`src/rtl/msi_router_pkg.sv`:
```
package msi_router_pkg;

    localparam int          ADDR_W     = 32;
    localparam int          DEST_W     = 8;
    localparam logic [11:0] WINDOW_TAG = 12'hFEE;
    localparam int          TAG_LSB    = 20;
    localparam int          DEST_LSB   = 12;
    localparam int          HINT_BIT   = 3;
    localparam int          MODE_BIT   = 2;

    typedef struct packed {
        logic              hit;
        logic [DEST_W-1:0] dest;
        logic              hint;
        logic              logical;
    } msi_fields_t;

endpackage

```
`src/rtl/msi_addr_decode.sv`:
```
module msi_addr_decode
    import msi_router_pkg::*;
(
    input  logic [ADDR_W-1:0] addr,
    output msi_fields_t       fields
);
    always_comb begin
        fields.hit     = (addr[ADDR_W-1:TAG_LSB] == WINDOW_TAG);
        fields.dest    = addr[DEST_LSB +: DEST_W];
        fields.hint    = addr[HINT_BIT];
        fields.logical = addr[MODE_BIT];
    end
endmodule

```
`src/rtl/msi_dest_match.sv`:
```
module msi_dest_match #(
    parameter int NUM_CPU = 4,
    parameter int ID_W    = 8
) (
    input  logic [ID_W-1:0]         dest,
    input  logic                    logical,
    input  logic [NUM_CPU*ID_W-1:0] phys_ids,
    input  logic [NUM_CPU*ID_W-1:0] logic_ids,
    output logic [NUM_CPU-1:0]      hit_mask
);
    for (genvar i = 0; i < NUM_CPU; i++) begin : g_cpu
        logic phys_eq;
        logic log_any;
        assign phys_eq     = (phys_ids[i*ID_W +: ID_W] == dest);
        assign log_any     = |(logic_ids[i*ID_W +: ID_W] & dest);
        assign hit_mask[i] = logical ? log_any : phys_eq;
    end
endmodule

```
`src/rtl/msi_lowest_prio_pick.sv`:
```
module msi_lowest_prio_pick #(
    parameter int NUM_CPU = 4,
    parameter int PRIO_W  = 4
) (
    input  logic [NUM_CPU-1:0]        cand,
    input  logic [NUM_CPU*PRIO_W-1:0] prio,
    output logic [NUM_CPU-1:0]        winner
);
    logic [PRIO_W-1:0] best_prio;
    logic              found;

    always_comb begin
        winner    = '0;
        best_prio = '0;
        found     = 1'b0;
        for (int i = 0; i < NUM_CPU; i++) begin
            if (cand[i] && (!found || prio[i*PRIO_W +: PRIO_W] < best_prio)) begin
                winner    = '0;
                winner[i] = 1'b1;
                best_prio = prio[i*PRIO_W +: PRIO_W];
                found     = 1'b1;
            end
        end
    end
endmodule

```
`src/rtl/msi_irq_router.sv`:
```
module msi_irq_router
    import msi_router_pkg::*;
#(
    parameter int NUM_CPU = 4,
    parameter int ID_W    = 8,
    parameter int PRIO_W  = 4,
    parameter int VEC_W   = 8,
    parameter int DATA_W  = 32
) (
    input  logic                      clk,
    input  logic                      rst_n,
    input  logic                      wr_valid,
    input  logic [ADDR_W-1:0]         wr_addr,
    input  logic [DATA_W-1:0]         wr_data,
    input  logic [NUM_CPU*ID_W-1:0]   phys_ids,
    input  logic [NUM_CPU*ID_W-1:0]   logic_ids,
    input  logic [NUM_CPU*PRIO_W-1:0] cpu_prio,
    output logic [NUM_CPU-1:0]        accept,
    output logic                      deliver_valid,
    output logic [VEC_W-1:0]          deliver_vector
);
    typedef struct packed {
        logic [NUM_CPU-1:0] accept;
        logic               valid;
        logic [VEC_W-1:0]   vector;
    } out_state_t;

    msi_fields_t        fields;
    logic [NUM_CPU-1:0] hit_mask;
    logic [NUM_CPU-1:0] narrowed;
    out_state_t         st_d;
    out_state_t         st_q;

    msi_addr_decode u_decode (
        .addr   (wr_addr),
        .fields (fields)
    );

    msi_dest_match #(.NUM_CPU(NUM_CPU), .ID_W(ID_W)) u_match (
        .dest      (fields.dest),
        .logical   (fields.logical),
        .phys_ids  (phys_ids),
        .logic_ids (logic_ids),
        .hit_mask  (hit_mask)
    );

    msi_lowest_prio_pick #(.NUM_CPU(NUM_CPU), .PRIO_W(PRIO_W)) u_pick (
        .cand   (hit_mask),
        .prio   (cpu_prio),
        .winner (narrowed)
    );

    always_comb begin
        logic [NUM_CPU-1:0] final_mask;
        final_mask = (fields.hint && fields.logical) ? narrowed : hit_mask;
        st_d        = st_q;
        st_d.accept = '0;
        st_d.valid  = 1'b0;
        if (wr_valid && fields.hit) begin
            st_d.accept = final_mask;
            st_d.valid  = |final_mask;
            if (|final_mask) begin
                st_d.vector = wr_data[VEC_W-1:0];
            end
        end
    end

    always_ff @(posedge clk or negedge rst_n) begin
        if (!rst_n) begin
            st_q <= '0;
        end else begin
            st_q <= st_d;
        end
    end

    assign accept         = st_q.accept;
    assign deliver_valid  = st_q.valid;
    assign deliver_vector = st_q.vector;
endmodule

```
`config.mk`:
```
export PLATFORM = sky130hd
export DESIGN_NAME = msi_irq_router
export DESIGN_NICKNAME = d
export VERILOG_FILES = /design/src/rtl/msi_router_pkg.sv /design/src/rtl/msi_addr_decode.sv /design/src/rtl/msi_dest_match.sv /design/src/rtl/msi_lowest_prio_pick.sv /design/src/rtl/msi_irq_router.sv
export SDC_FILE = /design/constraint.sdc
export NUM_CORES = 1
export LEC_CHECK = 0
export BUFFER_PORTS_ARGS = -buffer_cell sky130_fd_sc_hd__buf_2
export CORE_MARGIN = 5
export CORE_UTILIZATION = 34
export CTS_CLUSTER_SIZE = 14
export DETAILED_ROUTE_END_ITERATION = 10
export GPL_ROUTABILITY_DRIVEN = 0
export HOLD_SLACK_MARGIN = 0.12
export PLACE_DENSITY = 0.76
export SYNTH_ARGS = -nofsm -noshare
export SYNTH_HDL_FRONTEND = slang
export SYNTH_HIERARCHICAL = 1
export SYNTH_SLANG_ARGS = --single-unit
export TNS_END_PERCENT = 50
```
`constraint.sdc`:
```
create_clock -name clk -period 0.8 [get_ports clk]
set_clock_uncertainty 0.05 [all_clocks]
set_input_delay 0.2 -clock clk [delete_from_list [all_inputs] [get_ports clk]]
set_output_delay 0.2 -clock clk [all_outputs]
set_load 0.03 [all_outputs]
```
After elaboration in Yosys (flattened, before gate mapping)

Index checks and enable logic that the tools add are counted.

Logic and storage cells: 49
Register bits after elaboration: 13
Input bits: 147
Output and inout bits: 13

Reductions and logical operators: 17
Equality and inequality tests: 5
Order comparisons: 3
Multiplexer cells: 17
Bitwise operators: 4

Operator list:

| operator               | number |
|---|---|
| $and A8 B8 Y8          | 4 |
| $eq A8 B8 Y1           | 4 |
| $reduce_or A8 Y1       | 4 |
| $mux W4                | 7 |
| $mux W13               | 1 |
| $eq A12 B12 Y1 const B | 1 |
| $lt A4 B4 Y1           | 3 |
| $mux W1                | 8 |
| $mux W8                | 1 |
| $logic_and A1 B1 Y1    | 5 |
| $reduce_or A4 Y1       | 1 |
| $logic_not A1 Y1       | 3 |
| $logic_or A1 B1 Y1     | 3 |
| $reduce_and A2 Y1      | 1 |

Logic depth before layout (Yosys ltp)

Depth after elaboration: 20
Gate-level depth with buffers: 29
Mapped depth without buffers: 25

Modules after synthesis

Netlist, hierarchy kept.

By module, submodules not included:

| module               | area an instance (sq um) | cells an instance | instances | sequential area each (sq um) |
|---|---|---|---|---|
| msi_dest_match       | 636.9                    | 73                | 1         | 0.0 |
| msi_irq_router       | 520.5                    | 41                | 1         | 325.3 |
| msi_lowest_prio_pick | 459.2                    | 59                | 1         | 0.0 |
| msi_addr_decode      | 108.9                    | 14                | 1         | 0.0 |

Least setup slack after synthesis

OpenSTA, ideal clock, no wires.

Kind: in2reg
Start: input wr_addr[13]
End: register st_q, in the netlist deliver_vector[0]
Required time: 625 ps
Setup slack: -5,564 ps
Library setup time: 125 ps
Arrival: 6,189 ps
Cell stages on the path: 29
Buffers on the path: 4
Path through: buf_4 > buf_2 > xnor2_1 > nand4_1 > o31ai_1 > buf_6 > nand2_1 > ha_1 > a21oi_1 > o21ai_1 > a21boi_1 > mux2_2 > ha_1 > or4b_1 > a21oi_1 > nor2b_1 > nor2_2 > mux2_1 > ha_1 > a21o_1 > a21oi_1 > o21ai_0 > a31oi_4 > and3b_1 > or4_1 > nor2_1 > a211o_2 > buf_6 > mux2_2

Longest elaborated chain between the ends: 19
Elaborated cells between the ends (all ways): 41
Those cells by class: 3 x order compare; 4 x eq/ne; 15 x mux; 4 x bitwise; 15 x reduce/logical

RTL lines:

| element                                                 | RTL line                   | source |
|---|---|---|
| start: declaration                                      | msi_irq_router.sv:13       | `input logic [ADDR_W-1:0] wr_addr,` |
| $and A8 B8 Y8                                           | msi_dest_match.sv:15       | `assign log_any = \|(logic_ids[i*ID_W +: ID_W] & dest);` |
| $reduce_or A8 Y1                                        | msi_dest_match.sv:15       |  |
| $mux W1 (*)                                             | msi_dest_match.sv:16       | `assign hit_mask[i] = logical ? log_any : phys_eq;` |
| net hit_mask[0]                                         | msi_irq_router.sv:29       | `logic [NUM_CPU-1:0] hit_mask;` |
| $mux W4 / $mux W1 (equally long branches)               | msi_lowest_prio_pick.sv:17 | `if (cand[i] && (!found \|\| prio[i*PRIO_W +: PRIO_W] < best_prio)) begin` |
| $lt A4 B4 Y1 / $logic_not A1 Y1 (equally long branches) | msi_lowest_prio_pick.sv:17 |  |
| $logic_or A1 B1 Y1                                      | msi_lowest_prio_pick.sv:17 |  |
| $logic_and A1 B1 Y1                                     | msi_lowest_prio_pick.sv:17 |  |
| (+5 left out)                                           | -                          |  |
| $lt A4 B4 Y1 / $logic_not A1 Y1 (equally long branches) | msi_lowest_prio_pick.sv:17 |  |
| $logic_or A1 B1 Y1                                      | msi_lowest_prio_pick.sv:17 |  |
| $logic_and A1 B1 Y1                                     | msi_lowest_prio_pick.sv:17 |  |
| $mux W4 (*)                                             | msi_lowest_prio_pick.sv:17 |  |
| net narrowed[3]                                         | msi_irq_router.sv:30       | `logic [NUM_CPU-1:0] narrowed;` |
| $mux W4 (*)                                             | msi_irq_router.sv:55       | `final_mask = (fields.hint && fields.logical) ? narrowed : hit_mask;` |
| $reduce_or A4 Y1 (*)                                    | msi_irq_router.sv:62       | `if (\|final_mask) begin` |
| $reduce_and A2 Y1 (no source line) (*)                  | -                          |  |
| end signal: assignment                                  | msi_irq_router.sv:72       | `st_q <= st_d;` |
| end: declaration                                        | msi_irq_router.sv:32       | `out_state_t st_q;` |

The timed path passes the listed nets; every way through them passes the cells marked *.
A chain may end at the register's enable or synchronous reset.

Worst setup path after layout

Start: input wr_addr[16]
End: register st_q, in the netlist deliver_vector[7]

The elaborated chain is that of the path after synthesis.

==> impl_metrics.py <==
metrics = {
    "floorplan": {
        "die_x_um": 81.2,
        "die_y_um": 81.2,
        "start_util": 0.344,
        "die_area_um2": 6600,
        "core_um2": 5010,
        "io_pins": 160,
        "row_count": 26,
    },
    "critical_path": {
        "critPathRequiredTime_ns": 0.88,
        "slowest_delay_ns": 0.55,
        "crit_buf_inv": 1,
        "crit_end": "deliver_vector[7]",
        "end_kind": "register",
        "r2r_slack_ns": -0.03,
        "r2r_end": "deliver_vector[7]",
        "rr_worst_depth": 1,
        "crit_family": "compound AO/OA/AOI/OAI gates",
        "crit_path_top_delay_cell": "or4_4",
        "startpoint": "wr_addr[16]",
        "crit_type": "in2reg",
        "worstPathArrival_ns": 5.75,
        "startpoint_type": "input port",
        "timing.rr.start": "deliver_vector[7]",
        "path_max_fanout": 5,
        "cp_common_cell": "mux2_4",
        "critical_path_depth": 26,
    },
    "layout": {
        "area_growth_pct": 81.9,
        "nFillCells": 437,
        "final_cells": 416,
        "nNetsFinal": 503,
        "antennaDiodeCount": 0,
        "drive_gt1_frac": 0.673,
    },
    "drt": {
        "drt_pre_antenna_iters": 4,
        "drt-initial-drc-count": 66,
        "num_vias": 2084,
        "drt-total-wl_mm": 6.67,
        "wl_per_cell_um": 16.0,
        "vias_per_cell": 5.01,
        "drc": 0,
        "drtAntennaViolNets": 0,
    },
    "placement": {
        "io_buffer_count": 125,
        "dp_cells": 399,
        "dp_hpwl_mm": 5.31,
    },
    "synthesis": {
        "yosysMostFrequentCell": "xnor2_1",
        "yosysTopAreaCell": "dfrtp_1",
        "ys_warn_count": 6,
        "yosysUniqueCellTypes": 45,
        "syn_nets": 343,
        "synth_edf_count": 0,
        "ys_top_cells_by_count": "32 x xnor2_1, 14 x a22o_1, 13 x dfrtp_1",
        "avgSynthCellArea_um2": 9.23,
        "synth_seq_cells": 13,
        "synth_area_um2": 1730,
        "synth_cells": 187,
        "synth_top_area_share": 0.189,
        "synthTopCellsByArea": "dfrtp_1 19%, xnor2_1 16%, mux2_2 7.2%, a22o_1 7.1%, ha_1 6.5%",
        "synth_ff_type": "dfrtp_1",
        "synth-async-reset-ratio": 1.00,
        "ys_seq_area_frac": 0.189,
    },
    "clock_tree": {
        "clk_latency_ns": 0.24,
        "clock_sinks": 13,
        "clk_pin_slew_ns": 0.05,
        "htree_levels": 1,
        "clockBufferDepth": 2,
        "cts_made_buffers": 3,
        "cts_tree": "built",
        "cts_root_buf": "clkbuf_8",
    },
    "worst_hold_path": {
        "worstHoldStart": "wr_data[0]",
        "hold_class": "in2reg",
        "hold_depth": 2,
    },
    "timing": {
        "fin_ws_ns": -4.88,
        "worst-slew-pin-transition_ns": 0.734,
        "setup_viol": 26,
        "hold_viol_final": 0,
        "min_period_over_period": 7.10,
        "final_max_slew_viol_count": 0,
        "max_slew_margin": 0.506,
        "layout_min_cycle_time_ns": 5.68,
        "timing.setup.tns_ns": -62.25,
        "rsz0062_at_grt": "yes",
        "fmax_ghz": 0.176,
    },
    "power": {
        "p_per_area_nw_per_um2": 929,
        "power.leakage_nw": 1.54,
        "ir_drop_v": 0.000495,
    },
    "global_route": {
        "grt_start_max_net_pins": 14,
        "grt_remaining_overflow": 0,
        "grt_pass1_wl_mm": 10.0,
        "track_usage": 0.195,
        "antenna_found_initial": 0,
        "grt_pass1_vias": 2228,
    },
    "job": {
        "cap_violations": 0,
    },
    "run_status": {
        "violations": "negative setup slack",
        "outcome": "complete, but fails checks",
    },
}
report_power, final:
group	total, mW	leakage, nW	internal (mW)	switching (mW)
Sequential	0.662	0.182	0.660	0.00126
Combinational	1.68	1.33	0.966	0.712
Clock	0.575	0.0228	0.351	0.224
repair_timing:
action / in CTS / in global routing
endpoints found under the hold margin: 13 / 0
hold buffers: 1 / 0
setup buffers: 6 / 6
endpoints found under the setup margin: 26 / 26
pin swaps: 18 / 14
resized for setup: 55 / 28
gates cloned: 1 / 0
state kept, by name, summed over array words and instances (netlist names):
register,flops
deliver_vector,8
deliver_valid,1
accept,4
cells by family after synthesis:
family          share of synthesized area
simple gates                        0.154
xor+xnor                            0.162
flops                               0.189
buf+inv                             0.120
fa+ha+maj                          0.0653
compound gates                      0.218
mux                                0.0914
layout make-up:
class	count	area, um^2	share of cell area
inverter	7	26.3	0.00837
sequential	13	325	0.104
timing repair buffer	175	1170	0.372
multi-input combinational	147	1490	0.473
clock buffer	4	45.0	0.0144
tap	70	87.6	0.0279
layout by cell type, fill, tap and decap left out, types with 2 or more instances in the layout:
master	instances
mux2_4	12
mux2_2	2
buf_2	101
ha_2	2
o21ai_0	2
clkbuf_8	3
nand2_1	10
ha_4	5
inv_1	6
a22o_1	13
o41ai_2	2
o31ai_1	3
xnor2_2	4
a211o_4	2
a22o_2	2
nor2_1	2
a21oi_1	3
ha_1	2
buf_6	26
nor2_4	2
nand3_1	5
xnor2_1	28
buf_4	46
a21oi_2	5
or4_4	2
nand4_1	10
dfrtp_1	13
routing by layer:
layer  wire [um]  part of all wire  vias to the layer above  GRT usage
li1            -                 -                     1007          -
met1        2510              0.38                      985      0.226
met2        3680              0.55                       83      0.383
met5           0                 0                        -          0
met3         386             0.058                        9     0.0166
met4          91             0.014                        0     0.0405
metrics by stage:
stage / setup WS (ns) / power, mW / hold slack, ns / area, um^2 / utilization
detailed placement: -5.57 / 2.07 / 0.0458 / 2650 / 0.530
finish: -4.88 / 2.91 / 0.141 / 3140 / 0.626
floorplan: -5.18 / 1.49 / -0.146 / 1840 / -
global placement: -5.30 / 2.03 / 0.0372 / 2650 / 0.530
CTS: -4.85 / 2.81 / 0.134 / 2980 / 0.594
global route: -5.05 / 3.09 / 0.134 / 3140 / 0.626
how the worst min path moves through the flow:
stage,endpoint
after floorplan,accept[0]
after global placement,deliver_vector[3]
after detailed placement,deliver_vector[2]
after CTS,deliver_vector[4]
after global routing,deliver_vector[6]
final,deliver_vector[0]
Power figures use the tool's default switching activity.
